===== src/rtl/vsync_field_filter.sv =====
module vsync_field_filter #(
  parameter int PW      = 12,
  parameter int MIN_GAP = 64,
  parameter int WW      = 16
) (
  input  logic          clk,
  input  logic          rst_n,
  input  logic          hs_in,
  input  logic          vs_in,
  input  logic          filt_en,
  input  logic          dur_en,
  input  logic [7:0]    dur_lines,
  input  logic [PW-1:0] sep_thr,
  output logic          vs_out,
  output logic          field
);
  localparam int GW = $clog2(MIN_GAP + 1);
  localparam logic [GW-1:0] GAP_FULL = GW'(MIN_GAP);

  logic          hs_d, vs_d, hs_seen, per_ok;
  logic [PW-1:0] pos_q, per_q;
  logic [GW-1:0] gap_q;
  logic          pend_q, pend_f, mid_q, vs_q, field_q, meas_q;
  logic [WW-1:0] in_w, o_cnt;
  logic [7:0]    ln_q;

  wire hs_rise = hs_in & ~hs_d;
  wire vs_rise = vs_in & ~vs_d;
  wire [PW-1:0] pos  = hs_rise ? '0 : pos_q;
  wire [PW-1:0] half = per_q >> 1;

  wire [PW:0]   diff = {1'b0, pos} - {1'b0, sep_thr};
  wire [PW-1:0] rel  = diff[PW] ? diff[PW-1:0] + per_q : diff[PW-1:0];
  wire [PW+1:0] r4   = {rel, 2'b00};
  wire [PW+1:0] p1   = {2'b00, per_q};
  wire [PW+1:0] p3   = p1 + {1'b0, per_q, 1'b0};
  wire late_field    = per_ok && (r4 >= p1) && (r4 < p3);

  wire accept  = filt_en & vs_rise & (gap_q == GAP_FULL);
  wire launch0 = pend_q & ~pend_f & hs_rise;
  wire arm_mid = pend_q & pend_f & hs_rise;
  wire launch1 = mid_q & ~hs_rise & (pos == half);
  wire launch  = launch0 | launch1;
  wire [7:0] dmax = (dur_lines == 8'd0) ? 8'd1 : dur_lines;
  wire lines_done = ({1'b0, ln_q} + 9'd1) >= {1'b0, dmax};

  always_ff @(posedge clk or negedge rst_n) begin
    if (!rst_n) begin
      hs_d <= 1'b0; vs_d <= 1'b0; hs_seen <= 1'b0; per_ok <= 1'b0;
      pos_q <= '0; per_q <= '0; gap_q <= GAP_FULL;
      pend_q <= 1'b0; pend_f <= 1'b0; mid_q <= 1'b0;
      vs_q <= 1'b0; field_q <= 1'b0; meas_q <= 1'b0;
      in_w <= '0; o_cnt <= '0; ln_q <= '0;
    end else begin
      hs_d <= hs_in;
      vs_d <= vs_in;
      if (hs_rise) pos_q <= PW'(1);
      else if (pos_q != '1) pos_q <= pos_q + 1'b1;
      if (hs_rise) begin
        hs_seen <= 1'b1;
        if (hs_seen) begin
          per_q  <= pos_q;
          per_ok <= 1'b1;
        end
      end
      if (accept) gap_q <= '0;
      else if (hs_rise && gap_q != GAP_FULL) gap_q <= gap_q + 1'b1;

      if (accept) begin
        in_w   <= WW'(1);
        meas_q <= 1'b1;
      end else if (meas_q) begin
        if (!vs_in) meas_q <= 1'b0;
        else if (in_w != '1) in_w <= in_w + 1'b1;
      end

      if (!filt_en) begin
        pend_q <= 1'b0;
        mid_q  <= 1'b0;
        vs_q   <= 1'b0;
      end else begin
        if (accept) begin
          pend_q <= 1'b1;
          pend_f <= late_field;
        end else if (launch0 || arm_mid) pend_q <= 1'b0;
        if (arm_mid) mid_q <= 1'b1;
        else if (launch1) mid_q <= 1'b0;
        if (launch) begin
          vs_q    <= 1'b1;
          field_q <= launch1;
          o_cnt   <= WW'(1);
          ln_q    <= '0;
        end else if (vs_q) begin
          if (dur_en) begin
            if (hs_rise) begin
              if (lines_done) vs_q <= 1'b0;
              else ln_q <= ln_q + 1'b1;
            end
          end else if (o_cnt >= in_w && !meas_q) vs_q <= 1'b0;
          else o_cnt <= o_cnt + 1'b1;
        end
      end
    end
  end

  assign vs_out = filt_en ? vs_q : vs_in;
  assign field  = field_q;

  assert_field0_align_R2: assert property (@(posedge clk) disable iff (!rst_n)
    $rose(vs_q) && !field_q |-> $past(hs_in && !hs_d));
  assert_field1_mid_R3: assert property (@(posedge clk) disable iff (!rst_n)
    $rose(vs_q) && field_q |-> $past(pos_q == half) && per_ok);
  assert_off_hold_R6: assert property (@(posedge clk) disable iff (!rst_n)
    !$past(filt_en) |-> $stable(field_q));
  assert_dur_edge_R7: assert property (@(posedge clk) disable iff (!rst_n)
    $fell(vs_q) && $past(dur_en) && $past(filt_en) |-> $past(hs_in && !hs_d));
  assert_field_at_start_R10: assert property (@(posedge clk) disable iff (!rst_n)
    !$stable(field_q) |-> vs_q);
endmodule


===== config.mk =====
export PLATFORM = sky130hd
export DESIGN_NAME = vsync_field_filter
export DESIGN_NICKNAME = d
export VERILOG_FILES = /design/src/rtl/vsync_field_filter.sv
export SDC_FILE = /design/constraint.sdc
export NUM_CORES = 1
export LEC_CHECK = 0
export ABC_AREA = 1
export BUFFER_PORTS_ARGS = -buffer_cell sky130_fd_sc_hd__buf_2
export CORE_ASPECT_RATIO = 0.9
export CORE_MARGIN = 5
export CORE_UTILIZATION = 60
export CTS_BUF_LIST = sky130_fd_sc_hd__clkbuf_2
export CTS_CLUSTER_SIZE = 12
export DETAILED_ROUTE_END_ITERATION = 12
export PLACE_DENSITY = 0.78
export SLEW_MARGIN = 20
export SYNTH_ARGS = -nofsm -noshare
export SYNTH_HDL_FRONTEND = slang
export SYNTH_SLANG_ARGS = --single-unit

===== constraint.sdc =====
create_clock -name clk -period 4.1 [get_ports clk]
set_input_delay 0.41 -clock clk [delete_from_list [all_inputs] [get_ports clk]]
set_output_delay 0.41 -clock clk [all_outputs]
set_load 0.005 [all_outputs]

# Yosys cells after proc, flatten, opt, wreduce, memory -nomap -nowiden
# Cells that the tools add are included.
# classes
muxes	37
n_lt_le_gt_ge	4
addsub	9
n_reduce_logical	21
bitwise_logic	15
n_eq_ne	10
# ops
cell	n
two-way mux 16 bit	8
two-way mux 12 bit	4
two-way mux 8 bit	6
adder 16 x 1 -> 16 bit, second input constant	2
two-way mux 1 bit	17
>= comparator 16 bit	1
inequality test 16 bit, second input constant	1
nonzero test 2 bit	8
adder 12 x 13 -> 14 bit	1
>= comparator 14 x 12 -> 1 bit	1
less-than comparator 14 bit	1
two-way mux 7 bit	2
subtractor 12 x 12 -> 13 bit	1
adder 12 x 1 -> 12 bit, second input constant	1
adder 12 bit	1
== test 12 x 11 -> 1 bit	1
inequality test 12 bit, second input constant	1
AND 1 bit	10
adder 8 x 1 -> 9 bit, second input constant	1
>= comparator 9 x 8 -> 1 bit	1
adder 8 x 1 -> 8 bit, second input constant	1
logical NOT 8 bit	1
adder 7 x 1 -> 7 bit, second input constant	1
== test 7 bit, second input constant	1
other kinds (13)	23
# word_totals
in_bits	26
wordCells	112
register_bits	81
out_inout_bits	2

# Logic depth before layout (Yosys ltp)
# Gate-level depths: netlist of run 1.
# depth
word_depth	9
ltp_mapped	32
ltp_nobuf	32

# Worst setup path after synthesis of run 1
# Ideal clock, no wire load.
# synth_path
path_type	input to register
startpoint	in hs_in
endpoint	reg pend_f
setup_time_ps	116
path_slack_ps	330
n_path_buf	0
required_time_ps	3984
arrival_time_ps	3653
path_stages	26
path_cell_list	nand2_2 nand2_1 ha_1 fa_1 inv_1 a21oi_1 xor2_1 inv_1 ha_1 nand2_1 nor2_1 nor3_1 o21ai_0 xnor2_1 o21ai_0 ha_1 nand2_1 inv_1 nor3_1 nand2_1 nand2_1 a21oi_1 nor2_1 nand2_1 nand2_1 nand2_1
# synth_via
elab_chain_len	8
word_cells_on_any_way	9
classes_between	add/sub: 2; order compare: 2; mux: 2; bitwise: 1; reduce/logical: 2
# synth_lines
item	line	source
start: declaration	8	input logic hs_in,
AND 1 bit (*)	27	wire hs_rise = hs_in & ~hs_d;
two-way mux 12 bit (*)	29	wire [PW-1:0] pos = hs_rise ? '0 : pos_q;
subtractor 12 x 12 -> 13 bit (*)	32	wire [PW:0] diff = {1'b0, pos} - {1'b0, sep_thr};
adder 12 bit	33	wire [PW-1:0] rel = diff[PW] ? diff[PW-1:0] + per_q : diff[PW-1:0];
two-way mux 12 bit (*)	33	
>= comparator 14 x 12 -> 1 bit	37	wire late_field = per_ok && (r4 >= p1) && (r4 < p3);
logical AND 1 bit	37	
logical AND 1 bit (*)	37	
end signal: assignment	84	pend_f <= late_field;
end: declaration	23	logic pend_q, pend_f, mid_q, vs_q, field_q, meas_q;
# Mark *: on every way between the ends. The rest lies on a longest branch, timed or not.
# A chain may end at the register's enable or synchronous reset.

# Worst setup path after layout of run 1
# Ends and elaborated chain as after synthesis.

==> results of run 1 <==
-- through the flow --
stage / power, W / hold slack, ns / worst slack [ns]
2_1_floorplan: 0.002161 / 0.1144 / 0.3305
3_3_place_gp: 0.002752 / 0.4449 / 0.01018
3_5_place_dp: 0.002798 / 0.4466 / -0.06490
4_1_cts: 0.003240 / 0.06640 / 0.03333
5_1_grt: 0.003847 / 0.06657 / -0.05212
6_report: 0.003541 / 0.1018 / 0.1081
-- layout by cell type, fill, tap and decap left out, drive strengths merged --
cell type    count
nand3           90
o221ai           1
a21o             3
clkinvlp         2
xnor2           16
nor2b            1
buf             74
nand3b           4
xor2            37
o21bai           5
dfrtp           80
or2              1
a31oi            5
o211ai           2
ha              88
inv            160
a21oi           57
o31ai            8
and2             1
or3              1
clkinv           4
nor4            11
nand2          278
dlygate4sd3      3
a41o             1
dfstp            1
o21a             2
clkbuf          10
nor2            82
nor3            29
bufinv           1
a211oi           1
fa               3
nand4           23
o21ai           57
-- area by class of cell --
class                   instances  area share
clock buffers                  10    0.005926
flip-flops and latches         81      0.2401
inverters                     161     0.07156
clock inverters                 6    0.006963
repair buffers                 77     0.06281
multi-input cells             807      0.5889
well taps                     160     0.02370
-- state kept, by name, summed over array words and instances (netlist names), 7 cells and up --
name / count
gap_q: 7
in_w: 16
ln_q: 8
o_cnt: 16
per_q: 12
pos_q: 12
-- kinds of logic (layout without fill, tap and decap cells) --
kind of cell / after synthesis / after routing / share of synthesized area
AO/OA/AOI/OAI: 142 / 142 / 0.1058
flip-flops: 81 / 81 / 0.2744
XOR/XNOR: 53 / 53 / 0.06280
buffers and inverters: 175 / 254 / 0.09259
AND/OR/NAND/NOR: 521 / 521 / 0.3074
adder cells (fa/ha/maj): 91 / 91 / 0.1571
-- critical path, stage by stage --
cell and delay (ns):
dlygate4sd3_1 0.56, buf_6 0.14, nand2_4 0.08, nand2_2 0.07, ha_4 0.17, fa_2 0.39
buf_4 0.15, xnor2_2 0.13, ha_1 0.33, buf_4 0.17, nand3_1 0.10, nand2_2 0.12
xnor2_1 0.17, o21ai_1 0.13, buf_4 0.16, ha_1 0.28, nand2_1 0.07, o211ai_1 0.38
nand2_1 0.11, nand3_1 0.11, nand2_1 0.05, nand2_1 0.05, nor2_1 0.05, nand2_1 0.06
nand2_1 0.04
-- power groups by stage --
stage | Clock (W) | Combinational (W) | Sequential [W]
detailed placement | 0 | 0.00182 | 0.000973
floorplan | 0 | 0.00121 | 0.000954
finish | 0.000435 | 0.00214 | 0.000962
CTS | 0.000447 | 0.00183 | 0.000959
global placement | 0 | 0.00178 | 0.000974
global route | 0.000479 | 0.00240 | 0.000973
-- repair_timing --
action / CTS / global route
buffers inserted: 0 / 5
setup endpoints to repair: 0 / 1
resized for setup: 0 / 67
hold buffers: 3 / 0
hold endpoints to repair: 48 / 0
-- metal layers --
| metal | GRT usage | wire length [µm] | vias to the layer above |
|---|---|---|---|
| met5 | 0 | 0 | - |
| met4 | 0.05361 | 203 | 0 |
| met3 | 0.04366 | 1090 | 23 |
| met2 | 0.3847 | 8078 | 195 |
| met1 | 0.3894 | 9370 | 3236 |
| li1 | - | - | 3641 |
-- worst paths after layout --
kind | startpoint | end | slack [ns] | cells past startpoint
setup reg to reg | hs_d | pend_f | 0.13 | 24
setup / recovery | hs_in | pend_f | 0.11 | 25
max in group asynchronous | rst_n | gap_q[3] | 2.80 | 3
hold reg to reg | per_ok | per_ok | 0.50 | 2
min in group asynchronous | rst_n | hs_d | 0.35 | 2
hold / removal | filt_en | mid_q | 0.10 | 3
==> run metrics, run 1 <==
outcome=finished clean; Worst Setup Start Kind=input port; post-synthesis sequential area ratio=0.2744; layout cell share with drive strength beyond 1=0.1401; Mapped Nets=1180; Core Area=12080 µm²; sw power=0.001595 W; chip width=127 µm; final instance count without filler cells=1302; EDFF count, synth=0; register bit count reported by yosys=81; vias in the first global route=6339; internal power=0.001946 W; power density over the cells=419.3 nW/µm²; Least-Margin Pin Slew=0.7470 ns; initial antenna violation count=0; Clock Skew=0.04248 ns; Post-synth ARST share=1.000; design area=8446 µm²; Leak=4.402 nW; Hold WC Path Type=input port to flop; Slew Viols, Final=0; IO Port Bufs=27; final setup TNS=0 ns; first-pass GRT wire length=30590 µm; antenna cells=0; NumNets Final=1254; cells after synthesis=1063; initial core utilization=0.6121; Crit. End Element=flop; Gate power share=0.605; wire per inst=14.40 µm; Via density=5.449; Finish-stage setup viols=0; clk_lat worst skew=0.59 ns; DRC Markers=0; TritonRoute pass-1 iters=5; largest net degree at the start of global routing=48; VDD IR max=281.5 µV; global route overflow=0; Overall Global Routing Usage=0.2564; Tcrit/Tclk final=0.9736; cell taking the most area after synthesis=dfrtp_1; Final ANT Viol Nets=0; Post-synth top flop=dfrtp_1; CTS Buffer Depth=2; CTS root buf=clkbuf_2; Multi-input gate area=4974 µm²; critical path type=input port to flop; synth cell count leaders=nand2_1 (272), inv_1 (158), nand3_1 (89), ha_1 (88), dfrtp_1 (80); Slew headroom=0.5008; chip height=115.3 µm; Syn-to-layout area delta=14.25%; total CTS buffers=9; synthesized area=7392 µm²; top-count cell post-synth=nand2_1; post-placement cell area=7965 µm²; Flop pwr share=0.272; Peak Freq=0.2505 GHz; Clock transition at path regs=0.22 ns; # IOs=28; Max H-tree Level=3; WP data arrival=4.50 ns; Required @ worst endpoint=4.61 ns; DPL Wire Length=14310 µm; register area=2028 µm²; Ys Warns=0; Filler cells=1054; Mean Syn Cell Area=6.954 µm²; number of max-cap violations=0; standard-cell rows=38; Sw Ratio=0.4506; 1st-iter DRT viols=524; synth unique cells=42; Post-Place Cells=1278; min cycle time layout=3.992 ns; synth top area cells=dfrtp_1 (27%), ha_1 (15%), nand2_1 (14%), inv_1 (8.0%), nand3_1 (6.0%); final hold vios=0; Clk pwr share=0.123; CTS tree=built; CP Max Fanout=5; die footprint=14640 µm²; Synth top area share=0.2708; final wirelength=18740 µm; Placer Congestion=0.9830; final core utilization=0.6993; total number of vias=7095; Sink Count=81
No activity file was read; power rests on OpenSTA's default activity.
==> inputs of run 2 (changes only) <==
ABC_AREA = unset   (was 1)
SKIP_LAST_GASP = 1   (was unset)
==> run metrics, run 2 <==
Final ANT Viol Nets=0 (unchanged); initial antenna violation count=0 (unchanged); RSZ-0062 raised after global routing=yes; Ys Warns=0 (unchanged); clk_lat worst skew=0.56 ns (was 0.59 ns); wire per inst=15.90 µm (was 14.40 µm); DRC Markers=0 (unchanged); chip width=122.2 µm (was 127 µm); CTS root buf=clkbuf_2 (unchanged); Filler cells=790 (was 1054); critical path type=flop to flop (was input port to flop); Mapped Nets=902 (was 1180); Worst Setup Start Kind=flop (was input port); DPL Wire Length=12360 µm (was 14310 µm); failing checks=negative setup slack; die footprint=13570 µm² (was 14640 µm²); Final WS setup=-0.3394 ns (was 0.1081 ns); Syn-to-layout area delta=18.62% (was 14.25%); Mean Syn Cell Area=8.663 µm² (was 6.954 µm²); cell taking the most area after synthesis=dfrtp_1 (unchanged); Clock transition at path regs=0.22 ns (about the same); number of max-cap violations=0 (unchanged); NumNets Final=994 (was 1254); Crit-path slowest cell=dfrtp_1 (was dlygate4sd3_1); Post-synth ARST share=1.000 (unchanged); IO Port Bufs=27 (unchanged); total CTS buffers=9 (unchanged); initial core utilization=0.6213 (was 0.6121); Buf/Inv on CP=1 (was 5); cells after synthesis=785 (was 1063); CP Max Fanout=7 (was 5); final setup TNS=-0.3394 ns (was 0 ns); Slew headroom=0.5124 (was 0.5008); Least-Margin Pin Slew=0.7314 ns (was 0.7470 ns); outcome=complete, but fails checks (was finished clean); most frequent cells in the layout=dfrtp_1 (80), ha_1 (78), inv_1 (70) (was nand2_1 (264), inv_1 (156), nand3_1 (83)); final hold vios=0 (unchanged); WP data arrival=4.91 ns (was 4.50 ns); synthesized area=6800 µm² (was 7392 µm²); register area=2028 µm² (unchanged); Leak=3.881 nW (was 4.402 nW); vias in the first global route=6040 (was 6339); layout cell share with drive strength beyond 1=0.2086 (was 0.1401); total number of vias=5976 (was 7095); Post-synth top flop=dfrtp_1 (unchanged); CTS tree=built (unchanged); Hold WC Path Type=input port to flop (unchanged); commonest non-fill, non-tap cell in the layout=dfrtp_1 (was nand2_1); Top delay family on crit path=compound AO/OA/AOI/OAI gates (was buffers and inverters); Crit. End Element=flop (unchanged); Max H-tree Level=3 (unchanged); biggest regs=in_w: 16 flops, o_cnt: 16 flops (unchanged); standard-cell rows=36 (was 38); Tcrit/Tclk final=1.083 (was 0.9736); R2R Setup Slk=-0.34 ns (was 0.13 ns); EDFF count, synth=0 (unchanged); TritonRoute pass-1 iters=5 (unchanged); top-count cell post-synth=ha_1 (was nand2_1); min cycle time layout=4.439 ns (was 3.992 ns); PnR Total Power=0.003318 W (was 0.003541 W); global route overflow=0 (unchanged); largest net degree at the start of global routing=82 (was 48); synth cell count leaders=ha_1 (88), dfrtp_1 (80), inv_1 (72), nor2_1 (69), nand2_1 (61) (was nand2_1 (272), inv_1 (158), nand3_1 (89), ha_1 (88), dfrtp_1 (80)); Clock Skew=0.02872 ns (was 0.04248 ns); # IOs=28 (unchanged); VDD IR max=257.9 µV (was 281.5 µV); Sink Count=81 (unchanged); synth unique cells=63 (was 42); synth top area cells=dfrtp_1 (29%), ha_1 (16%), xnor2_1 (7.5%), inv_1 (4.0%), nor2_1 (3.8%) (was dfrtp_1 (27%), ha_1 (15%), nand2_1 (14%), inv_1 (8.0%), nand3_1 (6.0%)); 1st-iter DRT viols=537 (was 524); chip height=111.0 µm (was 115.3 µm); Placer Congestion=0.8743 (was 0.9830); Core Area=10950 µm² (was 12080 µm²); slowest stage delay, CP=0.43 ns (was 0.56 ns); Finish-stage setup viols=1 (was 0); final wirelength=16440 µm (was 18740 µm); Slew Viols, Final=0 (unchanged); Overall Global Routing Usage=0.2473 (was 0.2564); Multi-input gate area=4753 µm² (was 4974 µm²); power density over the cells=411.3 nW/µm² (was 419.3 nW/µm²); post-synthesis sequential area ratio=0.2983 (was 0.2744); Required @ worst endpoint=4.57 ns (was 4.61 ns); first-pass GRT wire length=27710 µm (was 30590 µm); Synth top area share=0.2944 (was 0.2708); CTS Buffer Depth=2 (unchanged); register bit count reported by yosys=81 (unchanged); final core utilization=0.7370 (was 0.6993); Peak Freq=0.2253 GHz (was 0.2505 GHz); Via density=5.779 (was 5.449); antenna cells=0 (unchanged); crit-path cells=nand2b_4, nand2_4, inv_4, ha_4, nor2b_4, o31a_1, o21a_1, nor2_1, xnor2_1, ha_2, o2111ai_2, nand4b_1, a21o_1, a21oi_2, xnor2_1, a21oi_2, ha_1, o21ai_0, a31oi_1, or3_1, a31oi_1, a2bb2oi_1
==> run 2: cell count changes after synthesis, moves of 11 or more <==
| cell | delta |
|---|---|
| o21ai_0 | -17 |
| xor2_1 | -20 |
| nand4_1 | -11 |
| and2_1 | +12 |
| nand3_1 | -59 |
| a21o_1 | +13 |
| mux2_2 | +18 |
| xnor2_1 | +42 |
| inv_1 | -86 |
| nand2_1 | -211 |
==> run 2: layout make-up <==
type | count | area share
multi-input combinational | 615 | 0.5893
sequential | 81 | 0.2514
timing repair buffer | 98 | 0.08547
inverter | 72 | 0.03381
tap | 152 | 0.02358
clock inverter | 6 | 0.01024
clock buffer | 10 | 0.006204
==> run 2: worst reg2reg max path, stage by stage, from the launching register on <==
cell	delay (ns)
dfrtp_1	0.43
nand2b_4	0.21
nand2_4	0.12
inv_4	0.04
ha_4	0.20
nor2b_4	0.12
o31a_1	0.29
o21a_1	0.20
nor2_1	0.12
xnor2_1	0.16
ha_2	0.36
o2111ai_2	0.11
nand4b_1	0.23
a21o_1	0.24
a21oi_2	0.15
xnor2_1	0.11
a21oi_2	0.23
ha_1	0.27
o21ai_0	0.17
a31oi_1	0.06
or3_1	0.32
a31oi_1	0.16
a2bb2oi_1	0.08
==> run 2: power by group <==
| part | switching, W | internal, W |
|---|---|---|
| Combinational | 0.000907 | 0.000965 |
| Sequential | 0.000100 | 0.000863 |
| Clock | 0.000281 | 0.000201 |
| Total | 0.00129 | 0.00203 |
==> run 2: what timing repair did <==
item                       CTS  global route
setup endpoints to repair    1             1
resized for setup           20            35
hold endpoints to repair     4             0
pin swaps                   21            35
buffers inserted             4             5
hold buffers                 3             0
==> run 2: cell families after synthesis <==
group                    Yosys count  share of synthesized area
buffers and inverters             89                    0.05041
XOR/XNOR                          75                    0.09660
adder cells (fa/ha/maj)           91                     0.1707
multiplexers                      22                    0.03569
AND/OR/NAND/NOR                  272                     0.2011
flip-flops                        81                     0.2983
AO/OA/AOI/OAI                    155                     0.1472
==> run 2: layer usage <==
metal  up-vias  part of all wire  global-route usage
met3        29             0.045             0.04847
met1      2884              0.46              0.3447
met2       126              0.47              0.3916
met5         -                 0                   0
met4         0             0.017             0.06716
li1       2937                 -                   -
==> run 2: final timing paths <==
check	end	startpoint	cells past startpoint
min reg2reg	hs_seen	hs_seen	1
max	pend_f	hs_d	22
max in group asynchronous	ln_q[4]	rst_n	2
min in group asynchronous	per_q[0]	rst_n	2
min	pend_q	filt_en	3
max reg2reg	pend_f	hs_d	22
==> run 2: through the flow <==
| step | hold slack, ns | cells | area (µm²) | setup WS, ns |
|---|---|---|---|---|
| 2_1_floorplan | 0.1144 | 785 | 6885 | -0.1339 |
| 3_3_place_gp | 0.4507 | 1006 | 7559 | -0.2786 |
| 3_5_place_dp | 0.4522 | 1006 | 7559 | -0.4671 |
| 4_1_cts | 0.1070 | 1029 | 7839 | -0.2975 |
| 5_1_grt | 0.1156 | 1034 | 8066 | -0.5768 |
| 6_report | 0.1414 | 1034 | 8066 | -0.3394 |
